## config.mk

```make
export PLATFORM = sky130hd
export DESIGN_NAME = burst_addr_gen
export DESIGN_NICKNAME = d
export VERILOG_FILES = /design/src/rtl/burst_addr_pkg.sv /design/src/rtl/burst_ctrl_dec.sv /design/src/rtl/burst_step.sv /design/src/rtl/burst_readback.sv /design/src/rtl/burst_addr_gen.sv
export SDC_FILE = /design/constraint.sdc
export NUM_CORES = 1
export LEC_CHECK = 0
export BUFFER_PORTS_ARGS = -buffer_cell sky130_fd_sc_hd__buf_2
export CAP_MARGIN = 20
export CORE_UTILIZATION = 50
export CTS_BUF_LIST = sky130_fd_sc_hd__clkbuf_8
export DETAILED_ROUTE_END_ITERATION = 7
export MAX_ROUTING_LAYER = met4
export PLACE_DENSITY = 0.71
export SLEW_MARGIN = 30
export SYNTH_ARGS = -nofsm -noshare
export SYNTH_HDL_FRONTEND = slang
export SYNTH_SLANG_ARGS = --single-unit
```

## constraint.sdc

```tcl
create_clock -name clk -period 5.2 [get_ports clk]
set_input_delay 0.78 -clock clk [delete_from_list [all_inputs] [get_ports clk]]
set_output_delay 0.78 -clock clk [all_outputs]
set_load 0.01 [all_outputs]
```

## src/rtl/burst_addr_pkg.sv

```systemverilog
package burst_addr_pkg;
   typedef enum logic [2:0] {
      OP_HOLD  = 3'd0,
      OP_CRST  = 3'd1,
      OP_MLOAD = 3'd2,
      OP_LOAD  = 3'd3,
      OP_INC   = 3'd4
   } burst_op_e;
endpackage

```

## src/rtl/burst_ctrl_dec.sv

```systemverilog
module burst_ctrl_dec
   import burst_addr_pkg::*;
(
   input  logic      load_n,
   input  logic      cnt_en_n,
   input  logic      cnt_rst_n,
   input  logic      mask_sel_n,
   output burst_op_e op_o
);
   // fixed priority: counter reset > mask load > address load > increment > hold
   always_comb begin
      if (!cnt_rst_n)                     op_o = OP_CRST;
      else if (!load_n && !mask_sel_n)    op_o = OP_MLOAD;
      else if (!load_n)                   op_o = OP_LOAD;
      else if (!cnt_en_n && mask_sel_n)   op_o = OP_INC;
      else                                op_o = OP_HOLD;
   end
endmodule

```

## src/rtl/burst_step.sv

```systemverilog
module burst_step #(
   parameter int ADDR_W = 18
) (
   input  logic [ADDR_W-1:0] cnt_i,
   input  logic [ADDR_W-1:0] mask_i,
   input  logic [ADDR_W-1:0] mirror_i,
   output logic [ADDR_W-1:0] nxt_o,
   output logic              at_top_o,
   output logic              hits_top_o
);
   localparam int PAD_W = ADDR_W - 2;

   generate
      if (ADDR_W < 2) begin : g_bad_width
         $error("burst_step: ADDR_W must be at least 2");
      end
   endgenerate

   logic [ADDR_W-1:0] unit;
   logic [ADDR_W-1:0] sum;
   logic [ADDR_W-1:0] stepped;

   // step size is two when the lowest bit is excluded from the field
   assign unit     = {{PAD_W{1'b0}}, ~mask_i[0], mask_i[0]};
   assign sum      = cnt_i + unit;
   assign at_top_o = ((cnt_i & mask_i) == mask_i);

   genvar b;
   generate
      for (b = 0; b < ADDR_W; b++) begin : g_bit
         assign stepped[b] = mask_i[b] ? sum[b] : cnt_i[b];
         assign nxt_o[b]   = at_top_o ? mirror_i[b] : stepped[b];
      end
   endgenerate

   assign hits_top_o = ((nxt_o & mask_i) == mask_i);
endmodule

```

## src/rtl/burst_readback.sv

```systemverilog
module burst_readback #(
   parameter int ADDR_W     = 18,
   parameter bit CLEAR_IDLE = 1'b1
) (
   input  logic              clk,
   input  logic              rst_n,
   input  logic              req_n,
   input  logic              sel_mask_n,
   input  logic [ADDR_W-1:0] cnt_i,
   input  logic [ADDR_W-1:0] mask_i,
   output logic [ADDR_W-1:0] data_o,
   output logic              vld_o
);
   logic [ADDR_W-1:0] pick;
   assign pick = sel_mask_n ? cnt_i : mask_i;

   always_ff @(posedge clk or negedge rst_n) begin
      if (!rst_n) vld_o <= 1'b0;
      else        vld_o <= ~req_n;
   end

   generate
      if (CLEAR_IDLE) begin : g_clear
         always_ff @(posedge clk or negedge rst_n) begin
            if (!rst_n)     data_o <= '0;
            else if (!req_n) data_o <= pick;
            else            data_o <= '0;
         end
      end else begin : g_keep
         always_ff @(posedge clk or negedge rst_n) begin
            if (!rst_n)      data_o <= '0;
            else if (!req_n) data_o <= pick;
         end
      end
   endgenerate

   AST_RDBK_VALID: assert property (@(posedge clk) disable iff (!rst_n)
      !req_n |=> vld_o) else $error("readback valid missing");
endmodule

```

## src/rtl/burst_addr_gen.sv

```systemverilog
module burst_addr_gen
   import burst_addr_pkg::*;
#(
   parameter int ADDR_W = 18
) (
   input  logic              clk,
   input  logic              rst_n,
   input  logic [ADDR_W-1:0] addr_i,
   input  logic              load_n,
   input  logic              cnt_en_n,
   input  logic              cnt_rst_n,
   input  logic              mask_sel_n,
   input  logic              rdbk_n,
   output logic [ADDR_W-1:0] int_addr_o,
   output logic              term_n_o,
   output logic [ADDR_W-1:0] rdbk_data_o,
   output logic              rdbk_vld_o
);
   localparam logic [ADDR_W-1:0] ALL_ONES = '1;

   generate
      if (ADDR_W < 2 || ADDR_W > 32) begin : g_bad_width
         $error("burst_addr_gen: ADDR_W out of range 2..32");
      end
   endgenerate

   burst_op_e         op;
   logic [ADDR_W-1:0] cnt_q, mask_q, mir_q, nxt;
   logic              at_top, hits_top, term_n_q;

   burst_ctrl_dec u_dec (
      .load_n     (load_n),
      .cnt_en_n   (cnt_en_n),
      .cnt_rst_n  (cnt_rst_n),
      .mask_sel_n (mask_sel_n),
      .op_o       (op)
   );

   burst_step #(.ADDR_W(ADDR_W)) u_step (
      .cnt_i      (cnt_q),
      .mask_i     (mask_q),
      .mirror_i   (mir_q),
      .nxt_o      (nxt),
      .at_top_o   (at_top),
      .hits_top_o (hits_top)
   );

   always_ff @(posedge clk or negedge rst_n) begin
      if (!rst_n) begin
         cnt_q    <= '0;
         mask_q   <= ALL_ONES;
         mir_q    <= '0;
         term_n_q <= 1'b1;
      end else begin
         term_n_q <= 1'b1;
         unique case (op)
            OP_CRST: begin
               cnt_q  <= '0;
               mask_q <= ALL_ONES;
            end
            OP_MLOAD: mask_q <= addr_i;
            OP_LOAD: begin
               cnt_q <= addr_i;
               mir_q <= addr_i;
            end
            OP_INC: begin
               cnt_q    <= nxt;
               term_n_q <= ~hits_top;
            end
            default: ;
         endcase
      end
   end

   burst_readback #(.ADDR_W(ADDR_W), .CLEAR_IDLE(1'b1)) u_rdbk (
      .clk        (clk),
      .rst_n      (rst_n),
      .req_n      (rdbk_n),
      .sel_mask_n (mask_sel_n),
      .cnt_i      (cnt_q),
      .mask_i     (mask_q),
      .data_o     (rdbk_data_o),
      .vld_o      (rdbk_vld_o)
   );

   assign int_addr_o = cnt_q;
   assign term_n_o   = term_n_q;

   AST_LOAD_TAKES: assert property (@(posedge clk) disable iff (!rst_n)
      (op == OP_LOAD) |=> (cnt_q == $past(addr_i)) && (mir_q == $past(addr_i))) else $error("load");
   AST_FROZEN_BITS: assert property (@(posedge clk) disable iff (!rst_n)
      (op == OP_INC && !at_top) |=> (((cnt_q ^ $past(cnt_q)) & ~$past(mask_q)) == '0)) else $error("frozen");
   AST_WRAP_MIRROR: assert property (@(posedge clk) disable iff (!rst_n)
      (op == OP_INC && at_top) |=> (cnt_q == $past(mir_q))) else $error("wrap");
   AST_TERM_AT_TOP: assert property (@(posedge clk) disable iff (!rst_n)
      !term_n_q |-> ((cnt_q & mask_q) == mask_q)) else $error("term");
   AST_HOLD_KEEPS: assert property (@(posedge clk) disable iff (!rst_n)
      (op == OP_HOLD) |=> $stable(cnt_q) && $stable(mask_q) && $stable(mir_q)) else $error("hold");
   AST_CRST_CLEARS: assert property (@(posedge clk) disable iff (!rst_n)
      (op == OP_CRST) |=> (cnt_q == '0) && (mask_q == ALL_ONES) && $stable(mir_q)) else $error("crst");
   AST_MLOAD_ONLY: assert property (@(posedge clk) disable iff (!rst_n)
      (op == OP_MLOAD) |=> (mask_q == $past(addr_i)) && $stable(cnt_q) && $stable(mir_q)) else $error("mload");
endmodule

```

==> results.json <==
{
  "ys_ff_latch": 74,
  "rsz0062_at_grt": "false",
  "avgSynthCellArea_sq_um": 9.00,
  "syn_inst": 462,
  "placed_cells": 597,
  "vias_per_cell": 5.82,
  "worstHoldPathType": "reg2reg",
  "ir_worst_vdd_v": 0.000110,
  "syn2layout_area_growth_pct": 11.9,
  "endpoint_kind": "register",
  "synth-seq-area-share_pct": 45.1,
  "final_cells": 613,
  "synth_most_common_cell": "nand2_1",
  "min_period_ns": 3.36,
  "drtIter0Drc": 331,
  "worst_slew_pin_slew_ns": 0.963,
  "path_buf_inv": 1,
  "hold_viol": 0,
  "synthTopCellsByArea": "dfrtp_1 (33%), dfstp_2 (12%), nand2_1 (7.9%)",
  "ys_warn_count": 0,
  "num-nets-final": 535,
  "synth_area_leader_cell": "dfrtp_1",
  "clk_pin_slew_ns": 0.08,
  "io_buffers": 62,
  "design_area_sq_um": 4650,
  "synth_flop_cell": "dfrtp_1",
  "gp_congestion": 0.917,
  "wire_per_inst_um": 17.7,
  "setup-violations-final": 0,
  "die_w_um": 93.2,
  "drc_errors": 0,
  "synth_edf_count": 0,
  "ctsHtreeMaxLevel": 3,
  "ys_types": 57,
  "clkSinkCount": 74,
  "antenna_left": 0,
  "max_slew_margin_pct": 35.8,
  "crit_fanout": 8,
  "synth_top_area_share_pct": 33.1,
  "grt_max_degree": 75,
  "die_area_sq_um": 8680,
  "clock_latency_ns": 0.35,
  "max_freq_mhz": 298,
  "max_stage_delay_ns": 0.61,
  "syn_area_sq_um": 4160,
  "tritoncts": "built",
  "path_delay_family": "simple AND/OR/NAND/NOR gates",
  "cts-hold-fix-buffers": 0,
  "cts_inserted_buffers": 9,
  "synthArstFlopShare_pct": 100,
  "fp.coreArea_sq_um": 7890,
  "drtPass1Iterations": 5,
  "synth_common_cells": "nand2_1 (87), dfrtp_1 (55), nor2_1 (45), inv_1 (25), mux2i_1 (23)",
  "total_power_mw": 1.28,
  "cp_slowest_cell": "nor4_1",
  "vias": 3566,
  "clock-skew-final_ns": 0.0114,
  "arrival_ns": 3.64,
  "io_pins": 63,
  "maxCapViolCount": 0,
  "placed_area_sq_um": 4470,
  "drive_gt1_share_pct": 22.1,
  "cts-root-buf": "clkbuf_8",
  "diodes": 0,
  "final_core_util_pct": 59.0,
  "p_per_area_nw_per_um2": 275,
  "max-clock-path-buffers": 2,
  "postCtsResizedCells": 0,
  "antenna_found_initial": 0,
  "first_global_vias": 3466,
  "synth_nets": 491,
  "fp-row-count": 32,
  "postCtsSetupBuffers": 0,
  "hpwl_um": 7550,
  "startpoint_type": "register",
  "p_leak_nw": 2.39,
  "finalSetupTns_ns": 0,
  "die_y_um": 93.2,
  "grt_usage_pct": 28.1,
  "cp_data_required_time_ns": 5.47,
  "status": "complete, no violations",
  "slew_violations": 0,
  "initial_core_util_pct": 52.7,
  "grt_overflow_total": 0,
  "path_cells": "ha_1, inv_1, fa_1, nand4b_2, nor4_1, xnor2_1, o21ai_1, o21ai_0, a222oi_1, or4b_1",
  "min_period_over_period_pct": 64.6,
  "critical_path_class": "reg2reg",
  "grt_pass1_wl_um": 18100,
  "drt-total-wl_um": 10800
}
==> layout make-up <==
cell class / instances / area (sq um)
multi-input cells: 329 / 2030
well taps: 102 / 128
clock inverters: 6 / 42.5
repair buffers: 66 / 344
flip-flops and latches: 74 / 1880
inverters: 26 / 97.6
clock buffers: 10 / 138
fillers: 714 / 3240
==> worst register-to-register path, stage by stage, from the launching register on <==
cell and delay, ns:
dfstp_2 0.58, ha_1 0.21, inv_1 0.06, fa_1 0.43, nand4b_2 0.33, nor4_1 0.61, xnor2_1 0.12, o21ai_1 0.09
o21ai_0 0.10, a222oi_1 0.29, or4b_1 0.46
==> power by group <==
group	switching, mW	internal (mW)	leakage (nW)
Sequential	0.0512	0.632	0.910
Combinational	0.117	0.0750	1.39
Clock	0.220	0.186	0.0882
==> kinds of logic after synthesis <==
group,share of synthesized area (%)
and+or+nand+nor,21.3
AOI/OAI and AO/OA,14.1
DFF,45.1
buffers and inverters,6.14
xor gates and xnor gates,5.90
muxes,6.08
adders and majority gates,1.38
==> sequential cells by signal, indices dropped and copies added, names as in the netlist <==
signal,count
int_addr_o,18
mask_q,18
mir_q,18
term_n_o,1
u_rdbk.data_o,18
u_rdbk.vld_o,1
==> path summary, 6_finish.rpt <==
| kind | from | slack, ns | depth (start not counted) | end |
|---|---|---|---|---|
| worst max-delay path | mask_q[0] | 1.84 | 10 | term_n_o |
| worst min-delay path | mir_q[3] | 0.49 | 2 | mir_q[3] |
| worst max register to register | mask_q[0] | 1.84 | 10 | term_n_o |
| worst min register to register | mir_q[3] | 0.49 | 2 | mir_q[3] |
| max in group asynchronous | rst_n | 4.16 | 2 | u_rdbk.data_o[5] |
| min in group asynchronous | rst_n | 0.50 | 2 | u_rdbk.data_o[3] |
==> cells in the final DEF, fill, tap and decap left out, types with 11 or more instances in the layout <==
cell type | synthesis | layout
a31oi_1 | 20 | 20
buf_2 | 8 | 62
dfrtp_1 | 55 | 55
dfstp_2 | 19 | 19
inv_1 | 25 | 25
mux2i_1 | 23 | 23
nand2_1 | 87 | 87
nand3_1 | 15 | 15
nor2_1 | 45 | 45
o21ai_0 | 11 | 11
xor2_1 | 18 | 18
==> per-layer routing <==
layer	vias up	track usage (%)	part of all wire, %
li1	1675	-	-
met3	21	5.37	6.3
met4	0	8.97	2.0
met5	-	-	0
met2	167	43.1	47
met1	1703	37.7	45
==> stage by stage <==
stage	hold WS, ns	worst slack [ns]
6_report	0.491	1.84
4_1_cts	0.496	1.88
3_3_place_gp	0.467	2.01
3_5_place_dp	0.473	1.88
2_1_floorplan	0.447	2.19
5_1_grt	0.523	1.57
(Power assumes the default switching activity.)
